`src/rtl/tat_pkg.sv`:
```
package tat_pkg;

    localparam int ADDR_W       = 8;
    localparam int FORCE_MB_BIT = 8;

    localparam logic [ADDR_W-1:0] A_CTRL  = 8'h00;
    localparam logic [ADDR_W-1:0] A_CHEN  = 8'h01;
    localparam logic [ADDR_W-1:0] A_MUX   = 8'h02;
    localparam logic [ADDR_W-1:0] A_IRQEN = 8'h03;
    localparam logic [ADDR_W-1:0] A_FLAG  = 8'h04;
    localparam logic [ADDR_W-1:0] A_FORCE = 8'h05;
    localparam logic [ADDR_W-1:0] A_MBLD  = 8'h08;
    localparam logic [ADDR_W-1:0] A_CHLD  = 8'h10;
    localparam logic [ADDR_W-1:0] A_CHCNT = 8'h20;

    typedef enum logic {
        CH_IDLE = 1'b0,
        CH_RUN  = 1'b1
    } ch_state_e;

endpackage

```
`src/rtl/tat_regs.sv`:
```
module tat_regs
    import tat_pkg::*;
#(
    parameter int NUM_CH = 8,
    parameter int NUM_MB = 2,
    parameter int CH_W   = 16,
    parameter int MB_W   = 8,
    parameter int DW     = 16,
    parameter int SEL_W  = 1
) (
    input  logic                     clk,
    input  logic                     rst_n,
    input  logic                     we_i,
    input  logic [ADDR_W-1:0]        addr_i,
    input  logic [DW-1:0]            wdata_i,
    output logic [DW-1:0]            rdata_o,
    input  logic [NUM_CH-1:0]        timeout_i,
    input  logic [NUM_CH*CH_W-1:0]   ch_cnt_i,
    output logic                     mod_en_o,
    output logic [NUM_CH-1:0]        ch_en_o,
    output logic [NUM_CH-1:0]        irq_en_o,
    output logic [NUM_CH-1:0]        flags_o,
    output logic [NUM_CH*SEL_W-1:0]  mux_o,
    output logic [NUM_MB*MB_W-1:0]   mb_ld_o,
    output logic [NUM_CH*CH_W-1:0]   ch_ld_o,
    output logic [NUM_CH-1:0]        force_ch_o,
    output logic                     force_mb_o
);

    logic                     mod_en_q;
    logic [NUM_CH-1:0]        ch_en_q;
    logic [NUM_CH-1:0]        irq_en_q;
    logic [NUM_CH-1:0]        flags_q;
    logic [NUM_CH*SEL_W-1:0]  mux_q;
    logic [MB_W-1:0]          mb_ld_q [NUM_MB];
    logic [CH_W-1:0]          ch_ld_q [NUM_CH];
    logic [NUM_CH-1:0]        clr_mask;

    assign clr_mask = (we_i && addr_i == A_FLAG) ? wdata_i[NUM_CH-1:0] : '0;

    always_ff @(posedge clk or negedge rst_n) begin
        if (!rst_n) begin
            mod_en_q <= 1'b0;
            ch_en_q  <= '0;
            irq_en_q <= '0;
            flags_q  <= '0;
            mux_q    <= '0;
            for (int k = 0; k < NUM_MB; k++) mb_ld_q[k] <= '0;
            for (int i = 0; i < NUM_CH; i++) ch_ld_q[i] <= '0;
        end else begin
            flags_q <= (flags_q & ~clr_mask) | timeout_i;
            if (we_i) begin
                if (addr_i == A_CTRL)  mod_en_q <= wdata_i[0];
                if (addr_i == A_CHEN)  ch_en_q  <= wdata_i[NUM_CH-1:0];
                if (addr_i == A_IRQEN) irq_en_q <= wdata_i[NUM_CH-1:0];
                if (addr_i == A_MUX)   mux_q    <= wdata_i[NUM_CH*SEL_W-1:0];
                for (int k = 0; k < NUM_MB; k++)
                    if (addr_i == A_MBLD + 8'(k)) mb_ld_q[k] <= wdata_i[MB_W-1:0];
                for (int i = 0; i < NUM_CH; i++)
                    if (addr_i == A_CHLD + 8'(i)) ch_ld_q[i] <= wdata_i[CH_W-1:0];
            end
        end
    end

    always_comb begin
        rdata_o = '0;
        unique case (addr_i)
            A_CTRL:  rdata_o[0]                  = mod_en_q;
            A_CHEN:  rdata_o[NUM_CH-1:0]         = ch_en_q;
            A_MUX:   rdata_o[NUM_CH*SEL_W-1:0]   = mux_q;
            A_IRQEN: rdata_o[NUM_CH-1:0]         = irq_en_q;
            A_FLAG:  rdata_o[NUM_CH-1:0]         = flags_q;
            default: ;
        endcase
        for (int k = 0; k < NUM_MB; k++)
            if (addr_i == A_MBLD + 8'(k)) rdata_o[MB_W-1:0] = mb_ld_q[k];
        for (int i = 0; i < NUM_CH; i++) begin
            if (addr_i == A_CHLD + 8'(i))  rdata_o[CH_W-1:0] = ch_ld_q[i];
            if (addr_i == A_CHCNT + 8'(i)) rdata_o[CH_W-1:0] = ch_cnt_i[i*CH_W +: CH_W];
        end
    end

    assign force_ch_o = (we_i && addr_i == A_FORCE) ? wdata_i[NUM_CH-1:0] : '0;
    assign force_mb_o = we_i && (addr_i == A_FORCE) && wdata_i[FORCE_MB_BIT];

    assign mod_en_o = mod_en_q;
    assign ch_en_o  = ch_en_q;
    assign irq_en_o = irq_en_q;
    assign flags_o  = flags_q;
    assign mux_o    = mux_q;

    for (genvar k = 0; k < NUM_MB; k++) begin : g_mbld
        assign mb_ld_o[k*MB_W +: MB_W] = mb_ld_q[k];
    end
    for (genvar i = 0; i < NUM_CH; i++) begin : g_chld
        assign ch_ld_o[i*CH_W +: CH_W] = ch_ld_q[i];
    end

    // a write of ones clears those flags when no timeout collides
    p_w1c_r6: assert property (@(posedge clk) disable iff (!rst_n)
        (we_i && addr_i == A_FLAG && timeout_i == '0)
        |=> ((flags_q & $past(wdata_i[NUM_CH-1:0])) == '0));

    // a timeout always leaves its flag set, even against a clear
    p_set_wins_r6: assert property (@(posedge clk) disable iff (!rst_n)
        (timeout_i != '0) |=> ((flags_q & $past(timeout_i)) == $past(timeout_i)));

endmodule

```
`src/rtl/tat_microbase.sv`:
```
module tat_microbase #(
    parameter int MB_W = 8
) (
    input  logic            clk,
    input  logic            rst_n,
    input  logic            run_i,
    input  logic            reload_i,
    input  logic [MB_W-1:0] ld_i,
    output logic            tick_o
);

    logic [MB_W-1:0] cnt_q;

    assign tick_o = run_i && !reload_i && (cnt_q == '0);

    always_ff @(posedge clk or negedge rst_n) begin
        if (!rst_n)                          cnt_q <= '0;
        else if (!run_i || reload_i || tick_o) cnt_q <= ld_i;
        else                                 cnt_q <= cnt_q - 1'b1;
    end

    // after a tick the prescaler restarts from its reload value
    p_mb_reload_r2: assert property (@(posedge clk) disable iff (!rst_n)
        tick_o |=> (cnt_q == $past(ld_i)));

    // a stopped prescaler sits at its reload value
    p_mb_hold_r9: assert property (@(posedge clk) disable iff (!rst_n)
        !run_i |=> (cnt_q == $past(ld_i)));

endmodule

```
`src/rtl/tat_channel.sv`:
```
module tat_channel
    import tat_pkg::*;
#(
    parameter int CH_W = 16
) (
    input  logic            clk,
    input  logic            rst_n,
    input  logic            run_i,
    input  logic            reload_i,
    input  logic            tick_i,
    input  logic [CH_W-1:0] ld_i,
    output logic [CH_W-1:0] cnt_o,
    output logic            timeout_o
);

    ch_state_e       state_q, state_d;
    logic [CH_W-1:0] cnt_q, cnt_d;

    always_ff @(posedge clk or negedge rst_n) begin
        if (!rst_n) begin
            state_q <= CH_IDLE;
            cnt_q   <= '0;
        end else begin
            state_q <= state_d;
            cnt_q   <= cnt_d;
        end
    end

    always_comb begin
        state_d   = state_q;
        cnt_d     = cnt_q;
        timeout_o = 1'b0;
        unique case (state_q)
            CH_IDLE: begin
                cnt_d = ld_i;
                if (run_i) state_d = CH_RUN;
            end
            CH_RUN: begin
                if (!run_i) begin
                    state_d = CH_IDLE;
                    cnt_d   = ld_i;
                end else if (reload_i) begin
                    cnt_d = ld_i;
                end else if (tick_i) begin
                    if (cnt_q == '0) begin
                        timeout_o = 1'b1;
                        cnt_d     = ld_i;
                    end else begin
                        cnt_d = cnt_q - 1'b1;
                    end
                end
            end
            default: state_d = CH_IDLE;
        endcase
    end

    assign cnt_o = cnt_q;

    // a channel that is not allowed to run holds its reload value
    p_idle_hold_r4: assert property (@(posedge clk) disable iff (!rst_n)
        !run_i |=> (cnt_q == $past(ld_i)));

    // one prescaler tick moves a nonzero count down by one
    p_step_r3: assert property (@(posedge clk) disable iff (!rst_n)
        (state_q == CH_RUN && run_i && tick_i && !reload_i && cnt_q != '0)
        |=> (cnt_q == $past(cnt_q) - 1'b1));

    // a force reload restarts the count from the reload value
    p_force_r8: assert property (@(posedge clk) disable iff (!rst_n)
        reload_i |=> (cnt_q == $past(ld_i)));

endmodule

```
`src/rtl/tick_array_timer.sv`:
```
module tick_array_timer
    import tat_pkg::*;
#(
    parameter int NUM_CH = 8,
    parameter int NUM_MB = 2,
    parameter int CH_W   = 16,
    parameter int MB_W   = 8,
    parameter int DW     = 16
) (
    input  logic              clk,
    input  logic              rst_n,
    input  logic              reg_we,
    input  logic [ADDR_W-1:0] reg_addr,
    input  logic [DW-1:0]     reg_wdata,
    output logic [DW-1:0]     reg_rdata,
    output logic [NUM_CH-1:0] irq_o,
    output logic [NUM_CH-1:0] trig_o
);

    localparam int SEL_W = (NUM_MB > 1) ? $clog2(NUM_MB) : 1;

    logic                     mod_en;
    logic [NUM_CH-1:0]        ch_en, irq_en, flags, force_ch, timeout;
    logic                     force_mb;
    logic [NUM_CH*SEL_W-1:0]  mux;
    logic [NUM_MB*MB_W-1:0]   mb_ld;
    logic [NUM_CH*CH_W-1:0]   ch_ld, ch_cnt;
    logic [NUM_MB-1:0]        mb_tick;

    tat_regs #(
        .NUM_CH(NUM_CH), .NUM_MB(NUM_MB), .CH_W(CH_W),
        .MB_W(MB_W), .DW(DW), .SEL_W(SEL_W)
    ) regs_i (
        .clk(clk), .rst_n(rst_n),
        .we_i(reg_we), .addr_i(reg_addr), .wdata_i(reg_wdata), .rdata_o(reg_rdata),
        .timeout_i(timeout), .ch_cnt_i(ch_cnt),
        .mod_en_o(mod_en), .ch_en_o(ch_en), .irq_en_o(irq_en), .flags_o(flags),
        .mux_o(mux), .mb_ld_o(mb_ld), .ch_ld_o(ch_ld),
        .force_ch_o(force_ch), .force_mb_o(force_mb)
    );

    for (genvar k = 0; k < NUM_MB; k++) begin : g_mb
        tat_microbase #(.MB_W(MB_W)) mb_i (
            .clk(clk), .rst_n(rst_n),
            .run_i(mod_en), .reload_i(force_mb),
            .ld_i(mb_ld[k*MB_W +: MB_W]), .tick_o(mb_tick[k])
        );
    end

    for (genvar i = 0; i < NUM_CH; i++) begin : g_ch
        logic [SEL_W-1:0] sel;
        logic             tick_sel;
        assign sel      = mux[i*SEL_W +: SEL_W];
        assign tick_sel = (int'(sel) < NUM_MB) ? mb_tick[sel] : 1'b0;

        tat_channel #(.CH_W(CH_W)) ch_i (
            .clk(clk), .rst_n(rst_n),
            .run_i(mod_en && ch_en[i]), .reload_i(force_ch[i]),
            .tick_i(tick_sel), .ld_i(ch_ld[i*CH_W +: CH_W]),
            .cnt_o(ch_cnt[i*CH_W +: CH_W]), .timeout_o(timeout[i])
        );
    end

    always_ff @(posedge clk or negedge rst_n) begin
        if (!rst_n) trig_o <= '0;
        else        trig_o <= timeout;
    end

    assign irq_o = flags & irq_en;

    // no trigger follows a cycle with the module disabled
    p_trig_off_r9: assert property (@(posedge clk) disable iff (!rst_n)
        ($past(mod_en) == 1'b0) |-> (trig_o == '0));

    // every trigger pulse is accompanied by its flag
    p_trig_flag_r6: assert property (@(posedge clk) disable iff (!rst_n)
        1'b1 |-> ((trig_o & ~flags) == '0));

    // an interrupt line never rises without its enable
    p_irq_gate_r7: assert property (@(posedge clk) disable iff (!rst_n)
        1'b1 |-> ((irq_o & ~irq_en) == '0));

endmodule

```
`config.mk`:
```
export PLATFORM = sky130hd
export DESIGN_NAME = tick_array_timer
export DESIGN_NICKNAME = d
export VERILOG_FILES = /design/src/rtl/tat_pkg.sv /design/src/rtl/tat_regs.sv /design/src/rtl/tat_microbase.sv /design/src/rtl/tat_channel.sv /design/src/rtl/tick_array_timer.sv
export SDC_FILE = /design/constraint.sdc
export NUM_CORES = 1
export LEC_CHECK = 0
export BUFFER_PORTS_ARGS = -buffer_cell sky130_fd_sc_hd__buf_4
export CAP_MARGIN = 0
export CORE_MARGIN = 2
export CORE_UTILIZATION = 50
export CTS_CLUSTER_SIZE = 24
export DETAILED_ROUTE_END_ITERATION = 10
export PLACE_DENSITY_LB_ADDON = 0.05
export SYNTH_ARGS = -nofsm -noshare
export SYNTH_HDL_FRONTEND = slang
export SYNTH_SLANG_ARGS = --single-unit
```
`constraint.sdc`:
```
create_clock -name clk -period 2.8 [get_ports clk]
set_clock_uncertainty 0.1 [all_clocks]
set_input_delay 0.56 -clock clk [delete_from_list [all_inputs] [get_ports clk]]
set_output_delay 0.56 -clock clk [all_outputs]
set_load 0.05 [all_outputs]
```
* Word level (Yosys, flattened, before mapping)
Index checks and enable logic that the tools add are counted.
** Storage, ports and cells
- Bits in registers :: 337
- Latch bits :: 0
- RAM bits :: 0
- Bits in read-only memories :: 0
- Input bits :: 27
- Output and inout bits :: 32
- Logic and storage cells :: 267
- Memories kept :: 0
** Operators by class
- Add/sub/neg operators :: 10
- Multipliers :: 0
- Div/mod/pow operators :: 0
- Order comparisons :: 8
- Eq/ne operators :: 31
- Shift operators :: 0
- Multiplexer cells :: 128
- Bitwise gates (word level) :: 12
- Reduce and logical (&&, ||, !) cells :: 44
** Operators by type and width (count)
- two-way mux 16 bit :: 48
- case mux 16 bit (2 select lines) :: 8
- zero test 16 bit :: 8
- subtractor 16 x 1 -> 16 bit, second input constant :: 8
- == test 8 x 5 -> 1 bit, second input constant :: 8
- == test 8 x 6 -> 1 bit, second input constant :: 8
- two-way mux 1 bit :: 64
- two-way mux 8 bit :: 6
- != test 4 bit, second input constant :: 8
- case mux 7 bit (4 select lines) :: 1
- AND reduction 2 bit :: 14
- zero test 8 bit :: 3
- AND 8 bit :: 2
- == test 8 x 2 -> 1 bit, second input constant :: 2
- == test 8 x 3 -> 1 bit, second input constant :: 2
- == test 8 x 4 -> 1 bit, second input constant :: 2
- less-than comparator 1 x 2 -> 1 bit, second input constant :: 8
- subtractor 8 x 1 -> 8 bit, second input constant :: 2
- logical AND 1 bit :: 14
- == test 8 x 1 -> 1 bit, second input constant :: 1
- NOT 1 bit :: 8
- NOT 8 bit :: 1
- OR 8 bit :: 1
- case mux 1 bit (5 select lines) :: 1
- other kinds (2) :: 5

* Longest topological paths before layout
- Depth after elaboration :: 20
- Gate-level depth with buffers :: 11
- Mapped depth without buffers :: 8

* Hierarchy
Synthesis repeated with hierarchy kept, for this count alone.
** Unflattened totals
- Cells, all modules :: 2107
- Area total of the unflattened synthesis :: 20338.3 um^2
** By module, submodules not included
- tat_regs :: instances 1, cells an instance 1000, area an instance 10353.7 um^2, sequential area each 4429.2 um^2
- tat_channel at g_ch[0].ch_i ... :: instances 5, cells an instance 123, area an instance 1074.8 um^2, sequential area each 425.4 um^2
- tat_channel at g_ch[5].ch_i ... :: instances 3, cells an instance 122, area an instance 1092.3 um^2, sequential area each 425.4 um^2
- tat_microbase :: instances 2, cells an instance 47, area an instance 471.7 um^2, sequential area each 200.2 um^2
- tick_array_timer :: instances 1, cells an instance 32, area an instance 390.4 um^2, sequential area each 200.2 um^2

* Worst setup path after synthesis
Ideal clock, no wire load.
- Path type :: input-to-output
- From :: input port reg_addr[7]
- To :: output port reg_rdata[14]
- Arrival :: 3507 ps
- Required time :: 2140 ps
- Path slack :: -1367 ps
- Stages on the path :: 9
- Buffers on the path :: 3
- Path through :: buf_2 > or4b_4 > buf_6 > buf_6 > nor2_1 > a222oi_1 > nand4_1 > a31oi_1 > o41ai_1
** On the way
- Word-level cells in the longest chain between the ends :: 17
- Elaborated cells between the ends (all ways) :: 32
- Classes of those cells :: eq/ne (16); mux (16)
** Ends and longest elaborated chain
- from (decl) :: line tick_array_timer.sv:13 : input logic [ADDR_W-1:0] reg_addr,
- == test 8 x 5 -> 1 bit :: line tat_regs.sv:78 : if (addr_i == A_CHLD + 8'(i)) rdata_o[CH_W-1:0] = ch_ld_q[i];
- two-way mux 16 bit :: line tat_regs.sv:78
- two-way mux 16 bit :: line tat_regs.sv:79 : if (addr_i == A_CHCNT + 8'(i)) rdata_o[CH_W-1:0] = ch_cnt_i[i*CH_W +: CH_W];
- two-way mux 16 bit :: line tat_regs.sv:78
- two-way mux 16 bit :: line tat_regs.sv:79
- two-way mux 16 bit :: line tat_regs.sv:78
- two-way mux 16 bit :: line tat_regs.sv:79
- two-way mux 16 bit :: line tat_regs.sv:78
- two-way mux 16 bit :: line tat_regs.sv:79
- two-way mux 16 bit :: line tat_regs.sv:78
- two-way mux 16 bit :: line tat_regs.sv:79
- two-way mux 16 bit :: line tat_regs.sv:78
- two-way mux 16 bit :: line tat_regs.sv:79
- two-way mux 16 bit :: line tat_regs.sv:78
- two-way mux 16 bit :: line tat_regs.sv:79
- two-way mux 16 bit :: line tat_regs.sv:78
- two-way mux 16 bit (*) :: line tat_regs.sv:79
- to (decl) :: line tick_array_timer.sv:15 : output logic [DW-1:0] reg_rdata,
Every way passes the cells marked *; elsewhere a longest branch is shown, timed or not.

* Final worst setup path
- From :: input port reg_addr[6]
- To :: output port reg_rdata[15]
Same word-level chain as after synthesis.

==> flow_metrics.py <==
metrics = {
    "drt": {
        "drtIter0Drc": 2512,
        "wirelength_um": 82700,
        "first_pass_iters": 5,
        "route.detailed.drc": 0,
        "via_per_inst": 6.53,
        "postRouteAntennaNets": 0,
        "route.vias.total": 20200,
        "post_drt_wl_per_cell_um": 26.7,
    },
    "clocking": {
        "numCtsBuffers": 40,
        "clock_tree.root_cell": "clkbuf_16",
        "worstSkewPairLatency_ns": 0.59,
        "clk_path_buf_depth": 3,
        "clk_slew_on_worst_s_h_paths_ns": 0.06,
        "clkSinkCount": 337,
        "cts.htree.levels": 2,
        "clock_tree_from_tritoncts": "yes",
    },
    "finish": {
        "final_net_count": 2582,
        "flow.area_growth_from_synthesis_pct": 33.7,
        "multiInputGateArea_um2": 11700,
        "fraction_of_final_layout_cells_sized_beyond_drive_strength_1": 0.335,
        "layout.core_utilization": 0.674,
        "layout.area.seq_um2": 8430,
        "nFillCells": 3184,
    },
    "sta": {
        "slew_headroom": 0.524,
        "tightest_slew_ns": 0.711,
        "timing.fmax_mhz": 295,
        "timing.final.crit_period_ns": 3.39,
        "fin_ws_ns": -0.588,
        "slew_viol_final": 0,
        "grt_setup_unrepaired": "true",
        "post-route-period-util": 1.21,
        "report.final.setup_viol": 16,
        "total_negative_slack_for_setup_checks_ns": -7.92,
        "final-hold-violation-count": 0,
    },
    "setup_path": {
        "path_buf_inv": 8,
        "cp_slowest_cell": "nor4b_4",
        "critPathRequiredTime_ns": 2.14,
        "critical-path-top-delay-family": "buffers and inverters",
        "criticalPathCategory": "input port to output pin",
        "path_cells": "buf_12 > buf_12 > nor4b_4 > buf_6 > buf_4 > buf_4 > nand3_1 > a22oi_1 > buf_4 > nor3_1 > o21ai_1 > buf_4 > a31o_4 > buf_8",
        "critical-path-max-stage-delay_ns": 0.33,
        "critical_path_arrival_ns": 2.73,
        "crit_path_start_kind": "input port",
        "reg2reg_setup_slack_ns": 0.17,
        "crit_path_frequent_cell": "buf_4",
        "endpoint_kind": "output pin",
        "critical_path_peak_fanout": 6,
    },
    "pwr": {
        "static-leakage-power_nw": 12.0,
        "vdd.ir_drop.worst_v": 0.000463,
        "p_per_area_nw_per_um2": 482,
    },
    "grt": {
        "grt_start_max_net_pins": 80,
        "grt_pass1_wl_um": 123000,
        "grt_util_all_layers": 0.397,
        "globalRoute.totalOverflow": 0,
        "first_global_vias": 18800,
        "antenna_found_initial": 5,
    },
    "synthesis": {
        "synth.top_cells.by_count": "337 x dfrtp_1, 205 x a21oi_1, 205 x o21ai_0",
        "netlist_area_um2": 20000,
        "syn_nets": 2224,
        "synth-warning-count": 0,
        "post_synth_fa_ha_maj_area_fraction": 0.0113,
        "flip_flop_and_latch_count_after_synthesis": 337,
        "postSynthCellCount": 2179,
        "avgSynthCellArea_um2": 9.17,
        "yosys.area_share.xor_xnor": 0.00394,
        "synth_async_sr_flop_share": 1.00,
        "synth_top_family_by_area": "compound AO/OA/AOI/OAI gates",
        "synthFlopType": "dfrtp_1",
        "synth-edff-count": 0,
        "synth_top_cells_by_area": "dfrtp_1 42%, mux2_2 8.0%, a21oi_1 5.1%",
        "synthMostInstantiatedCell": "dfrtp_1",
        "synth_compound_gate_area_share": 0.225,
        "synth_area_leader": "dfrtp_1",
        "post_synth_mux_area_share": 0.106,
        "synth-simple-area-share": 0.186,
        "ys_types": 93,
        "synth-seq-area-share": 0.422,
        "synth_largest_type_area_fraction": 0.422,
    },
    "placed_design": {
        "port_buffers": 58,
        "hpwl_um": 60000,
        "place_congestion": 1.04,
    },
    "floorplanning": {
        "die_outline_area_um2": 41600,
        "core_um2": 39600,
        "chipHeight_um": 204,
        "die_w_um": 204,
        "boundaryPins": 59,
        "row_cnt": 73,
        "initial_core_util": 0.504,
    },
    "min_path": {
        "worstHoldPathType": "input port to flop",
    },
    "outcome": {
        "violations": "negative setup slack",
        "outcome": "finished, violations left",
    },
    "run": {
        "max_cap_viol_count": 0,
    },
}
==> registers in the layout, indices dropped and copies added, names as in the netlist <==
| register | flops |
|---|---|
| g_ch.ch_i.cnt_o | 128 |
| regs_i.ch_ld_o | 128 |
| g_mb.mb_i.cnt_q | 16 |
| regs_i.mb_ld_o | 16 |
| g_ch.ch_i.state_q | 8 |
| regs_i.ch_en_o | 8 |
| regs_i.flags_o | 8 |
| regs_i.irq_en_o | 8 |
| regs_i.mux_o | 8 |
| trig_o | 8 |
| regs_i.mod_en_o | 1 |
==> kinds of logic after synthesis <==
logic type | count (synthesis)
xor gates and xnor gates | 9
AOI/OAI and AO/OA | 726
buffers and inverters | 205
DFF | 337
adders and majority gates | 18
and+or+nand+nor | 694
muxes | 190
==> placed cells by master (no fill, tap or decap), types with 11 or more instances in the layout <==
master     count
mux2i_1       18
nor2b_1       22
or3_1         11
clkbuf_16     43
nand2b_1      15
buf_8         14
a22oi_1       40
o211ai_1      12
inv_1         44
nand2_1      107
mux2_1        30
dfrtp_1      337
and2_1        21
o22ai_1       28
nor2_4        13
o21ai_1       24
mux2_2       142
nand4_1       24
nand3_1       31
nor3_1        78
buf_12        40
o21ai_2       14
nor4_1        36
nor3b_1       25
a21oi_1      195
a22o_1        19
ha_1          18
nand4b_1      11
nand3b_1      11
nor2_1       189
buf_4        364
o21ai_0      187
buf_6         52
a31oi_1       14
a21o_1        13
==> final timing paths <==
kind / start / endpoint / cells after the start
hold / removal: reg_wdata[13] / regs_i.ch_ld_o[109]$_DFFE_PN0P_ / 2
min in group asynchronous: rst_n / g_mb[0].mb_i.cnt_q[2]$_DFF_PN0_ / 2
max in group asynchronous: rst_n / g_ch[4].ch_i.cnt_o[11]$_DFFE_PN0P_ / 3
setup reg to reg: g_ch[6].ch_i.cnt_o[1]$_DFFE_PN0P_ / g_ch[6].ch_i.cnt_o[5]$_DFFE_PN0P_ / 9
setup / recovery: reg_addr[6] / reg_rdata[15] / 14
hold reg to reg: g_mb[1].mb_i.cnt_q[0]$_DFF_PN0_ / g_mb[1].mb_i.cnt_q[0]$_DFF_PN0_ / 1
==> layer usage <==
metal | track usage | wire length (um) | vias up
li1 | - | - | 8916
met1 | 0.584 | 35900 | 10000
met2 | 0.588 | 35500 | 1060
met3 | 0.0620 | 7720 | 197
met4 | 0.150 | 3610 | 2
met5 | 0 | 10 | -
==> what timing repair did <==
action / in CTS / in global routing
hold buffers: 1 / 0
setup endpoints to repair: 16 / 16
resized for setup: 180 / 75
setup buffers: 42 / 15
pin swaps: 69 / 44
gates cloned: 7 / 2
endpoints found under the hold margin: 46 / 0
==> through the flow <==
stage / hold WS [ns] / cell area [um^2] / setup WS (ns) / total power (W) / instances
floorplan: 0.164 / 20300 / -0.377 / 0.00650 / 2179
global placement: 0.388 / 23700 / -0.770 / 0.00743 / 2960
detailed placement: 0.393 / 23700 / -0.789 / 0.00746 / 2960
CTS: 0.277 / 26300 / -0.557 / 0.0128 / 3077
global route: 0.283 / 26700 / -0.627 / 0.0133 / 3090
finish: 0.299 / 26700 / -0.588 / 0.0129 / 3093
==> worst register-to-register path, cell delays in order (launching register included) <==
cell     delay (ns)
dfrtp_1        0.50
inv_1          0.16
ha_1           0.15
or4b_1         0.45
or3_1          0.33
o21ai_2        0.29
buf_4          0.19
a21oi_1        0.05
o21ai_0        0.18
o21ai_0        0.10
==> final cells by class <==
| class | count | share of cell area |
|---|---|---|
| repair buffers | 476 | 0.168 |
| clock inverters | 12 | 0.00468 |
| clock buffers | 58 | 0.0441 |
| well taps | 525 | 0.0246 |
| flip-flops and latches | 337 | 0.315 |
| diodes | 3 | 0.000281 |
| multi-input cells | 1638 | 0.437 |
| inverters | 44 | 0.00618 |
==> report_power, final <==
| part | switching (W) | leakage [nW] | internal (W) | total [W] |
|---|---|---|---|---|
| sequential | 0.000347 | 4.65 | 0.00509 | 0.00544 |
| clock | 0.00217 | 0.649 | 0.00311 | 0.00528 |
| combinational | 0.00127 | 6.74 | 0.000878 | 0.00215 |
| total | 0.00379 | 12.0 | 0.00908 | 0.0129 |
Note: power is estimated with default switching activity, not from simulation.
